`src/rtl/qread_pkg.sv`:
```
package qread_pkg;

  localparam logic [1:0] LANES_1 = 2'd0;
  localparam logic [1:0] LANES_2 = 2'd1;
  localparam logic [1:0] LANES_4 = 2'd2;

  typedef struct packed {
    logic load;
    logic txShift;
    logic rxSample;
  } dpStrobe_t;

  typedef enum logic [2:0] {
    ST_IDLE,
    ST_CMD,
    ST_ADDR,
    ST_DUMMY,
    ST_DATA,
    ST_END
  } xferState_t;

endpackage

```
`src/rtl/qread_datapath.sv`:
```
module qread_datapath
  import qread_pkg::*;
#(
  parameter int ADDR_W = 24
) (
  input  logic              clk,
  input  logic              rstN,
  input  dpStrobe_t         stb,
  input  logic [7:0]        cmdByte,
  input  logic [ADDR_W-1:0] addr,
  input  logic [1:0]        laneMode,
  input  logic [3:0]        ioIn,
  input  logic              rdReady,
  output logic              dataOut,
  output logic [7:0]        rdData,
  output logic              rdValid,
  output logic              byteEnd
);

  localparam int TX_W = 8 + ADDR_W;

  logic [TX_W-1:0] txReg;
  logic [1:0]      laneR;
  logic [2:0]      slotCnt;
  logic [2:0]      lastSlot;
  logic [7:0]      rxReg;
  logic [7:0]      rxNext;
  logic [7:0]      dataReg;
  logic            validR;

  // outgoing shift register: command then address, MSB first
  always_ff @(posedge clk or negedge rstN) begin
    if (!rstN) begin
      txReg <= '0;
    end else if (stb.load) begin
      txReg <= {cmdByte, addr};
    end else if (stb.txShift) begin
      txReg <= {txReg[TX_W-2:0], 1'b0};
    end
  end

  assign dataOut = txReg[TX_W-1];

  // slots per byte depend on the lane count
  always_comb begin
    case (laneR)
      LANES_1: lastSlot = 3'd7;
      LANES_2: lastSlot = 3'd3;
      default: lastSlot = 3'd1;
    endcase
  end

  // lane interleave: higher-numbered line carries the more significant bit
  always_comb begin
    case (laneR)
      LANES_1: rxNext = {rxReg[6:0], ioIn[1]};
      LANES_2: rxNext = {rxReg[5:0], ioIn[1], ioIn[0]};
      default: rxNext = {rxReg[3:0], ioIn[3:0]};
    endcase
  end

  assign byteEnd = (slotCnt == lastSlot);

  always_ff @(posedge clk or negedge rstN) begin
    if (!rstN) begin
      laneR   <= LANES_1;
      slotCnt <= '0;
      rxReg   <= '0;
    end else if (stb.load) begin
      laneR   <= laneMode;
      slotCnt <= '0;
    end else if (stb.rxSample) begin
      rxReg   <= rxNext;
      slotCnt <= byteEnd ? 3'd0 : slotCnt + 3'd1;
    end
  end

  // single output holding register
  always_ff @(posedge clk or negedge rstN) begin
    if (!rstN) begin
      validR  <= 1'b0;
      dataReg <= '0;
    end else begin
      if (validR && rdReady) validR <= 1'b0;
      if (stb.rxSample && byteEnd) begin
        validR  <= 1'b1;
        dataReg <= rxNext;
      end
    end
  end

  assign rdData  = dataReg;
  assign rdValid = validR;

endmodule

```
`src/rtl/qread_control.sv`:
```
module qread_control
  import qread_pkg::*;
#(
  parameter int ADDR_W  = 24,
  parameter int LEN_W   = 16,
  parameter int DUMMY_W = 4
) (
  input  logic               clk,
  input  logic               rstN,
  input  logic               reqValid,
  input  logic [LEN_W-1:0]   lenM1,
  input  logic [DUMMY_W-1:0] dummyClks,
  input  logic               byteEnd,
  input  logic               rdValid,
  input  logic               rdReady,
  output logic               reqReady,
  output logic               csN,
  output logic               sclk,
  output logic               dataOe,
  output dpStrobe_t          stb
);

  localparam int SEG_SPAN = (ADDR_W > (1 << DUMMY_W)) ? ADDR_W : (1 << DUMMY_W);
  localparam int SEG_W    = $clog2(SEG_SPAN) + 1;

  xferState_t         state;
  logic               sclkR;
  logic               csNR;
  logic               oeR;
  logic [SEG_W-1:0]   segCnt;
  logic [LEN_W-1:0]   byteLeft;
  logic [DUMMY_W-1:0] dummyR;

  logic accept;
  logic inXfer;
  logic outBlocked;
  logic lowGo;
  logic highEnd;

  assign reqReady   = (state == ST_IDLE) && !rdValid;
  assign accept     = reqValid && reqReady;
  assign inXfer     = (state == ST_CMD) || (state == ST_ADDR) ||
                      (state == ST_DUMMY) || (state == ST_DATA);
  // hold the low phase if this sample would finish a byte into a full output
  assign outBlocked = (state == ST_DATA) && byteEnd && rdValid && !rdReady;
  assign lowGo      = inXfer && !sclkR && !outBlocked;
  assign highEnd    = inXfer && sclkR;

  always_comb begin
    stb          = '0;
    stb.load     = accept;
    stb.txShift  = highEnd && ((state == ST_CMD) || (state == ST_ADDR));
    stb.rxSample = highEnd && (state == ST_DATA);
  end

  always_ff @(posedge clk or negedge rstN) begin
    if (!rstN) begin
      state    <= ST_IDLE;
      sclkR    <= 1'b0;
      csNR     <= 1'b1;
      oeR      <= 1'b0;
      segCnt   <= '0;
      byteLeft <= '0;
      dummyR   <= '0;
    end else begin
      case (state)
        ST_IDLE: begin
          if (accept) begin
            state    <= ST_CMD;
            csNR     <= 1'b0;
            oeR      <= 1'b1;
            segCnt   <= '0;
            byteLeft <= lenM1;
            dummyR   <= dummyClks;
          end
        end
        ST_END: begin
          csNR  <= 1'b1;
          state <= ST_IDLE;
        end
        default: begin
          if (lowGo) sclkR <= 1'b1;
          if (highEnd) begin
            sclkR <= 1'b0;
            case (state)
              ST_CMD: begin
                if (segCnt == SEG_W'(7)) begin
                  state  <= ST_ADDR;
                  segCnt <= '0;
                end else begin
                  segCnt <= segCnt + 1'b1;
                end
              end
              ST_ADDR: begin
                if (segCnt == SEG_W'(ADDR_W - 1)) begin
                  oeR    <= 1'b0;
                  segCnt <= '0;
                  state  <= (dummyR == '0) ? ST_DATA : ST_DUMMY;
                end else begin
                  segCnt <= segCnt + 1'b1;
                end
              end
              ST_DUMMY: begin
                if (segCnt + 1'b1 == SEG_W'(dummyR)) begin
                  segCnt <= '0;
                  state  <= ST_DATA;
                end else begin
                  segCnt <= segCnt + 1'b1;
                end
              end
              ST_DATA: begin
                if (byteEnd) begin
                  if (byteLeft == '0) state <= ST_END;
                  else                byteLeft <= byteLeft - 1'b1;
                end
              end
              default: ;
            endcase
          end
        end
      endcase
    end
  end

  assign csN    = csNR;
  assign sclk   = sclkR;
  assign dataOe = oeR;

endmodule

```
`src/rtl/qread_engine.sv`:
```
module qread_engine
  import qread_pkg::*;
#(
  parameter int ADDR_W  = 24,
  parameter int LEN_W   = 16,
  parameter int DUMMY_W = 4
) (
  input  logic               clk,
  input  logic               rstN,
  input  logic               reqValid,
  output logic               reqReady,
  input  logic [7:0]         reqCmd,
  input  logic [ADDR_W-1:0]  reqAddr,
  input  logic [1:0]         reqLanes,
  input  logic [LEN_W-1:0]   reqLenM1,
  input  logic [DUMMY_W-1:0] reqDummy,
  output logic               csN,
  output logic               sclk,
  output logic               dataOut,
  output logic               dataOe,
  input  logic [3:0]         ioIn,
  output logic [7:0]         rdData,
  output logic               rdValid,
  input  logic               rdReady
);

  dpStrobe_t stb;
  logic      byteEnd;

  qread_control #(
    .ADDR_W (ADDR_W),
    .LEN_W  (LEN_W),
    .DUMMY_W(DUMMY_W)
  ) u_ctl (
    .clk      (clk),
    .rstN     (rstN),
    .reqValid (reqValid),
    .lenM1    (reqLenM1),
    .dummyClks(reqDummy),
    .byteEnd  (byteEnd),
    .rdValid  (rdValid),
    .rdReady  (rdReady),
    .reqReady (reqReady),
    .csN      (csN),
    .sclk     (sclk),
    .dataOe   (dataOe),
    .stb      (stb)
  );

  qread_datapath #(
    .ADDR_W(ADDR_W)
  ) u_dp (
    .clk     (clk),
    .rstN    (rstN),
    .stb     (stb),
    .cmdByte (reqCmd),
    .addr    (reqAddr),
    .laneMode(reqLanes),
    .ioIn    (ioIn),
    .rdReady (rdReady),
    .dataOut (dataOut),
    .rdData  (rdData),
    .rdValid (rdValid),
    .byteEnd (byteEnd)
  );

endmodule

```
`config.mk`:
```
export PLATFORM = sky130hd
export DESIGN_NAME = qread_engine
export DESIGN_NICKNAME = d
export VERILOG_FILES = /design/src/rtl/qread_pkg.sv /design/src/rtl/qread_datapath.sv /design/src/rtl/qread_control.sv /design/src/rtl/qread_engine.sv
export SDC_FILE = /design/constraint.sdc
export NUM_CORES = 1
export LEC_CHECK = 0
export ABC_CLOCK_PERIOD_IN_PS = 4100
export BUFFER_PORTS_ARGS = -buffer_cell sky130_fd_sc_hd__buf_2
export CAP_MARGIN = 20
export CORE_AREA = 2 2 126 128
export DETAILED_ROUTE_END_ITERATION = 7
export DIE_AREA = 0 0 128 130
export HOLD_SLACK_MARGIN = 0.15
export PLACE_DENSITY = 0.47
export SLEW_MARGIN = 5
export SYNTH_ARGS = -nofsm -noshare
export SYNTH_HDL_FRONTEND = slang
export SYNTH_SLANG_ARGS = --single-unit
export TNS_END_PERCENT = 1
```
`constraint.sdc`:
```
create_clock -name clk -period 4.1 [get_ports clk]
set_clock_uncertainty 0.1 [all_clocks]
set_input_delay 0.41 -clock clk [delete_from_list [all_inputs] [get_ports clk]]
set_output_delay 0.41 -clock clk [all_outputs]
set_load 0.03 [all_outputs]
```
# Word-level counts from Yosys, hierarchy flattened
# Index checks and enable logic that the tools add are counted.
[totals] wordCells=122 reg_bits=85 input_bits=62 output_inout_bits=14
[classes] n_mux=41 bitwise_logic=3 add_sub_neg=3 reduce_logical=45 n_eq_ne=17
[ops] cell="16-bit two-way mux" n=5
[ops] cell="32-bit two-way mux" n=2
[ops] cell="3-bit two-way mux" n=11
[ops] cell="16-bit case mux with 2 select lines" n=1
[ops] cell="6-bit two-way mux" n=5
[ops] cell="2-bit nonzero test" n=10
[ops] cell="6-bit case mux with 3 select lines" n=1
[ops] cell="16-bit logical NOT" n=1
[ops] cell="4-bit by 3-bit != test with 1-bit output, second input constant" n=4
[ops] cell="8-bit case mux with 2 select lines" n=1
[ops] cell="16-bit by 1-bit subtractor with 16-bit output, second input constant" n=1
[ops] cell="1-bit logical AND" n=12
[ops] cell="3-bit case mux with 2 select lines" n=2
[ops] cell="3-bit case mux with 4 select lines" n=1
[ops] cell="6-bit case mux with 2 select lines" n=1
[ops] cell="1-bit two-way mux" n=9
[ops] cell="2-bit AND reduction" n=4
[ops] cell="8-bit AND reduction" n=1
[ops] cell="6-bit by 1-bit adder with 6-bit output, second input constant" n=1
[ops] cell="3-bit by 2-bit == test with 1-bit output, second input constant" n=2
[ops] cell="3-bit == test, second input constant" n=2
[ops] cell="6-bit by 3-bit == test with 1-bit output, second input constant" n=1
[ops] cell="6-bit by 4-bit == test with 1-bit output" n=1
[ops] cell="6-bit by 5-bit == test with 1-bit output, second input constant" n=1
[ops] cell="other kinds (20)" n=29

# Logic depth before layout (Yosys ltp)
# Gate-level depths: netlist (run 1).
[depth] depth_word=10 mapped_depth=9 mapped_depth_nobuf=8

# Cells and area by module
# From an unflattened synthesis (run 1), not the netlist that was laid out.
[unflattened] hier_cells=490 hier_area_um2=4695.8
[by_module_without_submodules] mod="qread_datapath" seq_area_each_um2=1326.3 instances=1 area_each_um2=2483.6 cells_per_inst=227
[by_module_without_submodules] mod="qread_control" seq_area_each_um2=802.0 instances=1 area_each_um2=2212.1 cells_per_inst=263

# Worst setup path before layout (run 1)
# OpenSTA, ideal clock, no wires.
[synth_timing] kind="register to register" from="register u_ctl.segCnt[0]" to="register u_ctl.state[2]" n_path_buf=1 synth_period_minus_slack_ps=2269 stages_incl_launch_ff=9 arrival_time_ps=2048 t_required_ps=3878 path_slack_ps=1831 setup_time_ps=122 path_cell_list="dfrtp_1 -> ha_1 -> buf_4 -> and3b_1 -> or3_1 -> a21oi_1 -> o311ai_1 -> and3_2 -> a32o_1"
[synth_between] elab_chain_len=4 word_cells_on_any_way=8 classes_between="1 x add/sub; 6 x eq/ne; 1 x reduce/logical"
[synth_rtl] item="start, declared" line_no="qread_control.sv:30" source="logic [SEG_W-1:0] segCnt;"
[synth_rtl] item="start signal, assigned" line_no="qread_control.sv:91" source="segCnt <= segCnt + 1'b1;"
[synth_rtl] item="start signal, assigned" line_no="qread_control.sv:100" source="segCnt <= segCnt + 1'b1;"
[synth_rtl] item="start signal, assigned" line_no="qread_control.sv:108" source="segCnt <= segCnt + 1'b1;"
[synth_rtl] item="6-bit by 1-bit adder with 6-bit output" line_no="qread_control.sv:104" source="if (segCnt + 1'b1 == SEG_W'(dummyR)) begin"
[synth_rtl] item="6-bit by 4-bit == test with 1-bit output" line_no="qread_control.sv:104"
[synth_rtl] item="4-bit by 3-bit != test with 1-bit output (no source line)"
[synth_rtl] item="8-bit AND reduction (no source line) *"
[synth_rtl] item="end signal, assigned" line_no="qread_control.sv:98" source="state <= (dummyR == '0) ? ST_DATA : ST_DUMMY;"
[synth_rtl] item="end, declared" line_no="qread_control.sv:26" source="xferState_t state;"
# Every way passes the cells marked *; elsewhere a longest branch is shown, timed or not.
# A chain may end at the register's enable or synchronous reset.

# Worst setup path in the final report (run 1)
[layout_timing] from="register u_ctl.state[2]" to="register u_ctl.byteLeft[14]"
[layout_between] elab_chain_len=7 word_cells_on_any_way=20 classes_between="7 x eq/ne; 1 x mux; 1 x bitwise; 11 x reduce/logical"
[layout_rtl] item="3-bit by 1-bit == test with 1-bit output or 3-bit by 2-bit == test with 1-bit output (tied branches)" line_no="qread_control.sv:42" source="assign inXfer = (state == ST_CMD) || (state == ST_ADDR) ||"
[layout_rtl] item="1-bit logical OR (2 in a row)" line_no="qread_control.sv:42"
[layout_rtl] item="1-bit logical OR" line_no="qread_control.sv:43" source="(state == ST_DUMMY) || (state == ST_DATA);"
[layout_rtl] item="1-bit logical AND" line_no="qread_control.sv:47" source="assign highEnd = inXfer && sclkR;"
[layout_rtl] item="2-bit nonzero test (no source line)"
[layout_rtl] item="6-bit AND reduction (no source line)"
[layout_rtl] item="end signal, assigned" line_no="qread_control.sv:73" source="byteLeft <= lenM1;"
[layout_rtl] item="end signal, assigned" line_no="qread_control.sv:114" source="else byteLeft <= byteLeft - 1'b1;"
[layout_rtl] item="end, declared" line_no="qread_control.sv:31" source="logic [LEN_W-1:0] byteLeft;"
# Several ways; a longest one is shown, not always the timed one.

==> metrics.txt, run 1 <==
placed insts 765; maxcap violations 0; first-pass GRT wire length 18.5 mm; die area 16600 µm²; Clock Path Buffers 2; Post-synth top flop dfrtp_1; initial antenna violation count 0; vias around 4000; Fin. Hold Viols 0; CTS Sinks 85; total wire length 11.4 mm; Slowest cell on crit path dfrtp_1; data arrival time of the worst path 3.05 ns; width of the die roughly 130 µm; RSZ-0062 raised after global routing no; cell area power density 808 nW/µm²; Worst Hold Class input port to flop; antenna viol nets, final 0; CP Buf/Inv Count 0; clock-pin slew on the worst setup and hold paths roughly 0.07 ns; crit-path max cell delay 0.83 ns; placed inst area around 5000 µm²; maximum vdd ir drop roughly 0.29 mV; synthesized cell area ~4500 µm²; critical path launch point type flop; final setup fails 0; Crit Path Max Fanout 25; I/O Pins 76; Row Count 46; CTS tree done; Syn Nets around 600; gr usage total 0.141; ant diodes 0; core area ~15000 µm²; H-tree levels 3; final core utilization 0.348; first drt pass iteration count 5; fin area roughly 5400 µm²; outcome finished clean; Worst Path Required around 4.3 ns; Detailed Route Iter0 Violations between 300 and 400; Worst Slack Setup Final approximately 1.2 ns; Non-Filler Instances between 700 and 800; async set or reset register ratio after synthesis 1.00; Wirelength per Cell 14.6 µm; worst slack at placement roughly 1.1 ns; CTS Buf Count 9; P_leak 2.40 nW; slew margin rel. 0.474; Final GP Congestion about 0.86; Area Growth Syn to Fin 18.4%; Post-synth EDFFs 0; DR vias/cell about 5; Cells after Synth ~530; crit share post-route 0.704; root buf cell clkbuf_16; Starting Density 0.294; post-synthesis sequential area ratio 0.469; post_cts resized 0; Post CTS Setup Buffer Count 0; dpl hpwl between 7 and 8 mm; vias in the first global route between 3000 and 4000; Worst Setup End Kind flop; Area contributors post-synth dfrtp_1 46%, nand2_1 9.3%, a31oi_1 5.0%; Slew Limit Fails 0; share of cells above drive strength 1 0.194; WS Path Type flop to flop; Die Ht 130 µm; worst skew pair latency roughly 0.35 ns; fin crit period between 2 and 3 ns; Ys Warns 0; setup_tns 0 ns; I/O Buffers 75; gr ovfl total 0; achievable frequency 346 MHz; critical path cell sequence and3_1, nand3_1, a21boi_4, o21ai_0, a22oi_1; final net count about 650; flops & latches, synth 85; post-synthesis cell type with the largest combined area dfrtp_1; post-route DRC violation count 0; Cell variety after synth 56; syn_area_per_cell between 8 and 9 µm²; pin count of the biggest net entering global routing 64; CP delay by family, top compound AO/OA/AOI/OAI gates; Worst-Margin Slew between 0.7 and 0.8 ns; post-synth top area share 0.463
[what timing repair did]
action | CTS | global route
hold buffers | 1 | 0
setup endpoints to repair | 0 | 0
hold endpoints to repair | 54 | 0
[final timing paths]
| path | cells after the start | slack, ns | to | from |
|---|---|---|---|---|
| max | 5 | 1.21 | u_ctl.byteLeft[14] | u_ctl.state[2] |
| min | 3 | 0.16 | u_ctl.dummyR[2] | reqDummy[2] |
| max reg2reg | 5 | 1.21 | u_ctl.byteLeft[14] | u_ctl.state[2] |
| min reg2reg | 2 | 0.37 | u_dp.rdData[4] | u_dp.rdData[4] |
| max in group asynchronous | 3 | 2.40 | u_dp.txReg[31] | rstN |
| min in group asynchronous | 2 | 0.57 | u_ctl.segCnt[2] | rstN |
[through the flow]
stage / power, mW / hold slack, ns
after floorplan: 3.02 / 0.0144
after global placement: 3.40 / 0.358
after detailed placement: 3.43 / 0.367
after CTS: 4.35 / 0.155
after global routing: 4.72 / 0.160
final: 4.34 / 0.158
[worst register-to-register path, stage by stage, from the launching register on]
cell and delay, ns:
dfrtp_1 0.83, and3_1 0.36, nand3_1 0.52, a21boi_4 0.65
o21ai_0 0.20, a22oi_1 0.17
[Yosys cell counts, drive strengths merged, types with 4 or more instances]
cell type	n
o21ai	43
inv	7
nor3	10
ha	4
clkbuf	23
mux2i	9
or3	9
nor2	55
a21oi	32
dfrtp	84
and3	5
nor4	7
nand3	12
o22ai	5
a21o	4
nor2b	5
a31oi	36
buf	14
xnor2	5
xor2	4
nand2	115
[routing by layer]
metal | vias to the layer above | share of wire | global-route usage
met5 | - | 0 | 0
met4 | 0 | 0.020 | 0.0614
met3 | 14 | 0.043 | 0.0246
met2 | 95 | 0.43 | 0.213
met1 | 1900 | 0.50 | 0.199
li1 | 1982 | - | -
[power breakdown]
| part | leakage, nW | switching [mW] | internal, mW | total (mW) |
|---|---|---|---|---|
| combinational | 1.26 | 1.11 | 0.727 | 1.84 |
| sequential | 0.988 | 0.391 | 1.21 | 1.60 |
| clock | 0.152 | 0.347 | 0.552 | 0.899 |
| total | 2.40 | 1.85 | 2.49 | 4.34 |
[layout by cell type, fill, tap and decap left out, drive strengths merged, types with 4 or more instances in the layout]
| master | instances |
|---|---|
| buf | 80 |
| or3 | 9 |
| nand2 | 115 |
| o22ai | 5 |
| nor2 | 55 |
| a21o | 4 |
| nand3 | 12 |
| xnor2 | 5 |
| nor4 | 7 |
| clkbuf | 11 |
| xor2 | 4 |
| nor3 | 10 |
| ha | 4 |
| a21oi | 32 |
| o21ai | 43 |
| mux2i | 9 |
| nor2b | 5 |
| and3 | 5 |
| inv | 7 |
| dfrtp | 84 |
| a31oi | 36 |
[flip-flops by register name, summed over array words and instances, names as in the netlist]
| signal | cells |
|---|---|
| u_ctl.dataOe | 1 |
| u_ctl.state | 3 |
| u_ctl.segCnt | 6 |
| u_dp.slotCnt | 3 |
| u_dp.laneR | 2 |
| u_dp.rdValid | 1 |
| u_ctl.csN | 1 |
| u_ctl.sclk | 1 |
| u_dp.rxReg | 7 |
| u_ctl.dummyR | 4 |
| u_ctl.byteLeft | 16 |
| u_dp.txReg | 32 |
| u_dp.rdData | 8 |
[kinds of logic (layout without fill, tap and decap cells)]
| family | count (synthesis) | after routing | synth area share |
|---|---|---|---|
| buffers and inverters | 44 | 104 | 0.0433 |
| muxes | 11 | 11 | 0.0248 |
| xor gates and xnor gates | 9 | 9 | 0.0174 |
| and+or+nand+nor | 237 | 237 | 0.245 |
| AOI/OAI and AO/OA | 142 | 142 | 0.190 |
| DFF | 85 | 85 | 0.469 |
| adders and majority gates | 4 | 4 | 0.0110 |
[cell type report]
cell class	count	area (µm²)
clock buffer	11	243
clock inverter	5	83.8
fill	1637	10100
inverter	7	26.3
multi-input combinational	403	2210
sequential	85	2130
tap	192	240
timing repair buffer	81	435
No activity file was read; power rests on OpenSTA's default activity.
==> inputs of run 2 (changes only) <==
--- a/config.mk
+++ b/config.mk
@@ -5,14 +5,14 @@
 export SDC_FILE = /design/constraint.sdc
 export NUM_CORES = 1
 export LEC_CHECK = 0
-export ABC_CLOCK_PERIOD_IN_PS = 4100
+export ABC_CLOCK_PERIOD_IN_PS = 2550
 export BUFFER_PORTS_ARGS = -buffer_cell sky130_fd_sc_hd__buf_2
 export CAP_MARGIN = 20
 export CORE_AREA = 2 2 126 128
 export DETAILED_ROUTE_END_ITERATION = 7
 export DIE_AREA = 0 0 128 130
 export HOLD_SLACK_MARGIN = 0.15
-export PLACE_DENSITY = 0.47
+export PLACE_DENSITY = 0.48
 export SLEW_MARGIN = 5
 export SYNTH_ARGS = -nofsm -noshare
 export SYNTH_HDL_FRONTEND = slang
==> constraint.sdc (replaced) <==
create_clock -name clk -period 2.55 [get_ports clk]
set_clock_uncertainty 0.1 [all_clocks]
set_input_delay 0.255 -clock clk [delete_from_list [all_inputs] [get_ports clk]]
set_output_delay 0.255 -clock clk [all_outputs]
set_load 0.03 [all_outputs]
==> metrics.txt, run 2 (synthesis gave the netlist of run 1 again) <==
first-pass GRT wire length 19.7 mm (+6.3%); Worst Setup End Kind flop; gr usage total 0.148 (+0.00748); Worst Slack Setup Final 0.183 ns (-1.03 ns); H-tree levels 3 (unchanged); Slew Limit Fails 0 (unchanged); width of the die 128 µm (unchanged); FILL cells 1564 (-4.5%); post-route DRC violation count 0 (unchanged); CP delay by family, top simple AND/OR/NAND/NOR gates; CP Buf/Inv Count 0 (unchanged); Starting Density 0.294 (unchanged); Worst Path Required 2.72 ns (-1.54 ns); cell area power density 1180 nW/µm² (+46%); DR vias/cell 4.92 (-3.3%); Clock Path Buffers 2 (unchanged); WS Path Type flop to flop; P_leak 2.70 nW (+13%); I/O Pins 76 (unchanged); die area 16600 µm² (unchanged); gr ovfl total 0 (unchanged); Clock Power Share 0.179 (-0.028); antenna viol nets, final 0 (unchanged); dpl hpwl 8.09 mm (+3.7%); Slowest cell on crit path or4b_1; CTS Buf Count 9 (unchanged); Area Growth Syn to Fin 33.0%; Comb power frac 0.468 (+0.045); final net count 724 (+11%); CTS Sinks 85 (unchanged); outcome finished clean; Tot Pwr 7.10 mW (+64%); RSZ-0062 raised after global routing no; initial antenna violation count 0 (unchanged); Non-Filler Instances 855 (+9.1%); setup_tns 0 ns (unchanged); Seq pwr share 0.353 (-0.017); CTS tree done; most frequent cells in the layout 112 x nand2_1, 84 x dfrtp_1, 74 x buf_2; slew margin rel. 0.583 (+0.109); final setup fails 0 (unchanged); critical path launch point type flop; critical path cell sequence ha_2, nand2_2, or4b_1, or3_1, o311ai_1, and3_2, mux2i_1; fin crit period 2.37 ns (-0.521 ns); Fin. Hold Viols 0 (unchanged); placed insts 783 (+2.4%); Worst Hold Class input port to flop; share of cells above drive strength 1 0.201 (+0.00635); sw frac 0.434 (+0.00897); crit share post-route 0.928 (+0.224); Worst-Margin Slew 0.617 ns (-0.161 ns); largest reg by FF count u_dp.txReg; data arrival time of the worst path 2.54 ns (-0.51 ns); Row Count 46 (unchanged); placed inst area 5190 µm² (+3.5%); I/O Buffers 75 (unchanged); internal power 4.01 mW (+61%); achievable frequency 422 MHz (+22%); total wire length 11.9 mm (+4.3%); fin area 6030 µm² (+12%); Die Ht 130 µm (unchanged); vias in the first global route 4018 (+13%); Wirelength per Cell 13.9 µm (-4.4%); maximum vdd ir drop 0.413 mV (+43%); maxcap violations 0 (unchanged); Detailed Route Iter0 Violations 325 (-9.5%); worst skew pair latency 0.35 ns (about the same); first drt pass iteration count 4 (-1); most common cell after layout, fill and taps aside nand2_1; Crit Path Max Fanout 7 (-72%); root buf cell clkbuf_16; clock-pin slew on the worst setup and hold paths 0.07 ns (about the same); core area 15400 µm² (unchanged); crit-path max cell delay 0.49 ns (-0.34 ns); Final GP Congestion 0.808 (-5.9%); R2R Setup Slk 0.18 ns (-1.03 ns); vias 4209 (+5.5%); sw power 3.08 mW (+67%); ant diodes 0 (unchanged); worst slack at placement 0.122 ns (-1.02 ns); pin count of the biggest net entering global routing 56 (-13%); max FFs per register 32 (unchanged)
run 2: what timing repair did:
item / 4_1_cts / 5_1_grt
hold buffers: 56 / 0
setup endpoints to repair: 0 / 2
setup buffers: 0 / 0
resized for setup: 0 / 1
endpoints found under the hold margin: 87 / 0
run 2: metal layers:
metal	wire, µm	GRT usage	vias up	part of all wire
met1	6040	0.204	1995	0.51
met5	0	0	-	0
met2	5270	0.234	83	0.44
li1	-	-	2118	-
met4	174	0.0394	0	0.015
met3	447	0.0373	13	0.037
run 2: metrics by stage:
step / util / hold WS, ns
2_1_floorplan: - / -0.141
3_3_place_gp: 0.336 / 0.141
3_5_place_dp: 0.336 / 0.149
4_1_cts: 0.391 / 0.153
5_1_grt: 0.391 / 0.177
6_report: 0.391 / 0.160
run 2: final cells by class:
type                    instances  area (µm²)  area share
well taps                     192         240      0.0398
repair buffers                152        1130       0.188
flip-flops and latches         85        2130       0.353
clock buffers                   9         225      0.0373
inverters                       7        26.3     0.00436
clock inverters                 7        57.6     0.00954
multi-input cells             403        2220       0.368
run 2: worst paths after layout:
check                           startpoint                 end  cells past startpoint
setup / recovery           u_ctl.segCnt[0]      u_ctl.state[0]                      7
hold / removal                reqLenM1[13]  u_ctl.byteLeft[13]                      3
setup reg to reg           u_ctl.segCnt[0]      u_ctl.state[0]                      7
hold reg to reg             u_dp.rdData[7]      u_dp.rdData[7]                      2
max in group asynchronous             rstN           u_ctl.csN                      3
min in group asynchronous             rstN     u_ctl.segCnt[1]                      2
run 2: worst reg2reg max path: stages, from the launching register on:
cell and delay [ns]:
dfrtp_1 0.44, ha_2 0.28, nand2_2 0.09, or4b_1 0.50, or3_1 0.34, o311ai_1 0.10, and3_2 0.27, mux2i_1 0.18
run 2: power groups by stage:
stage / Clock [mW] / Combinational (mW) / Sequential (mW)
floorplan: 0 / 2.42 / 2.44
CTS: 1.33 / 3.34 / 2.51
global route: 1.37 / 3.78 / 2.61
global placement: 0 / 3.22 / 2.50
finish: 1.27 / 3.32 / 2.51
detailed placement: 0 / 3.27 / 2.52
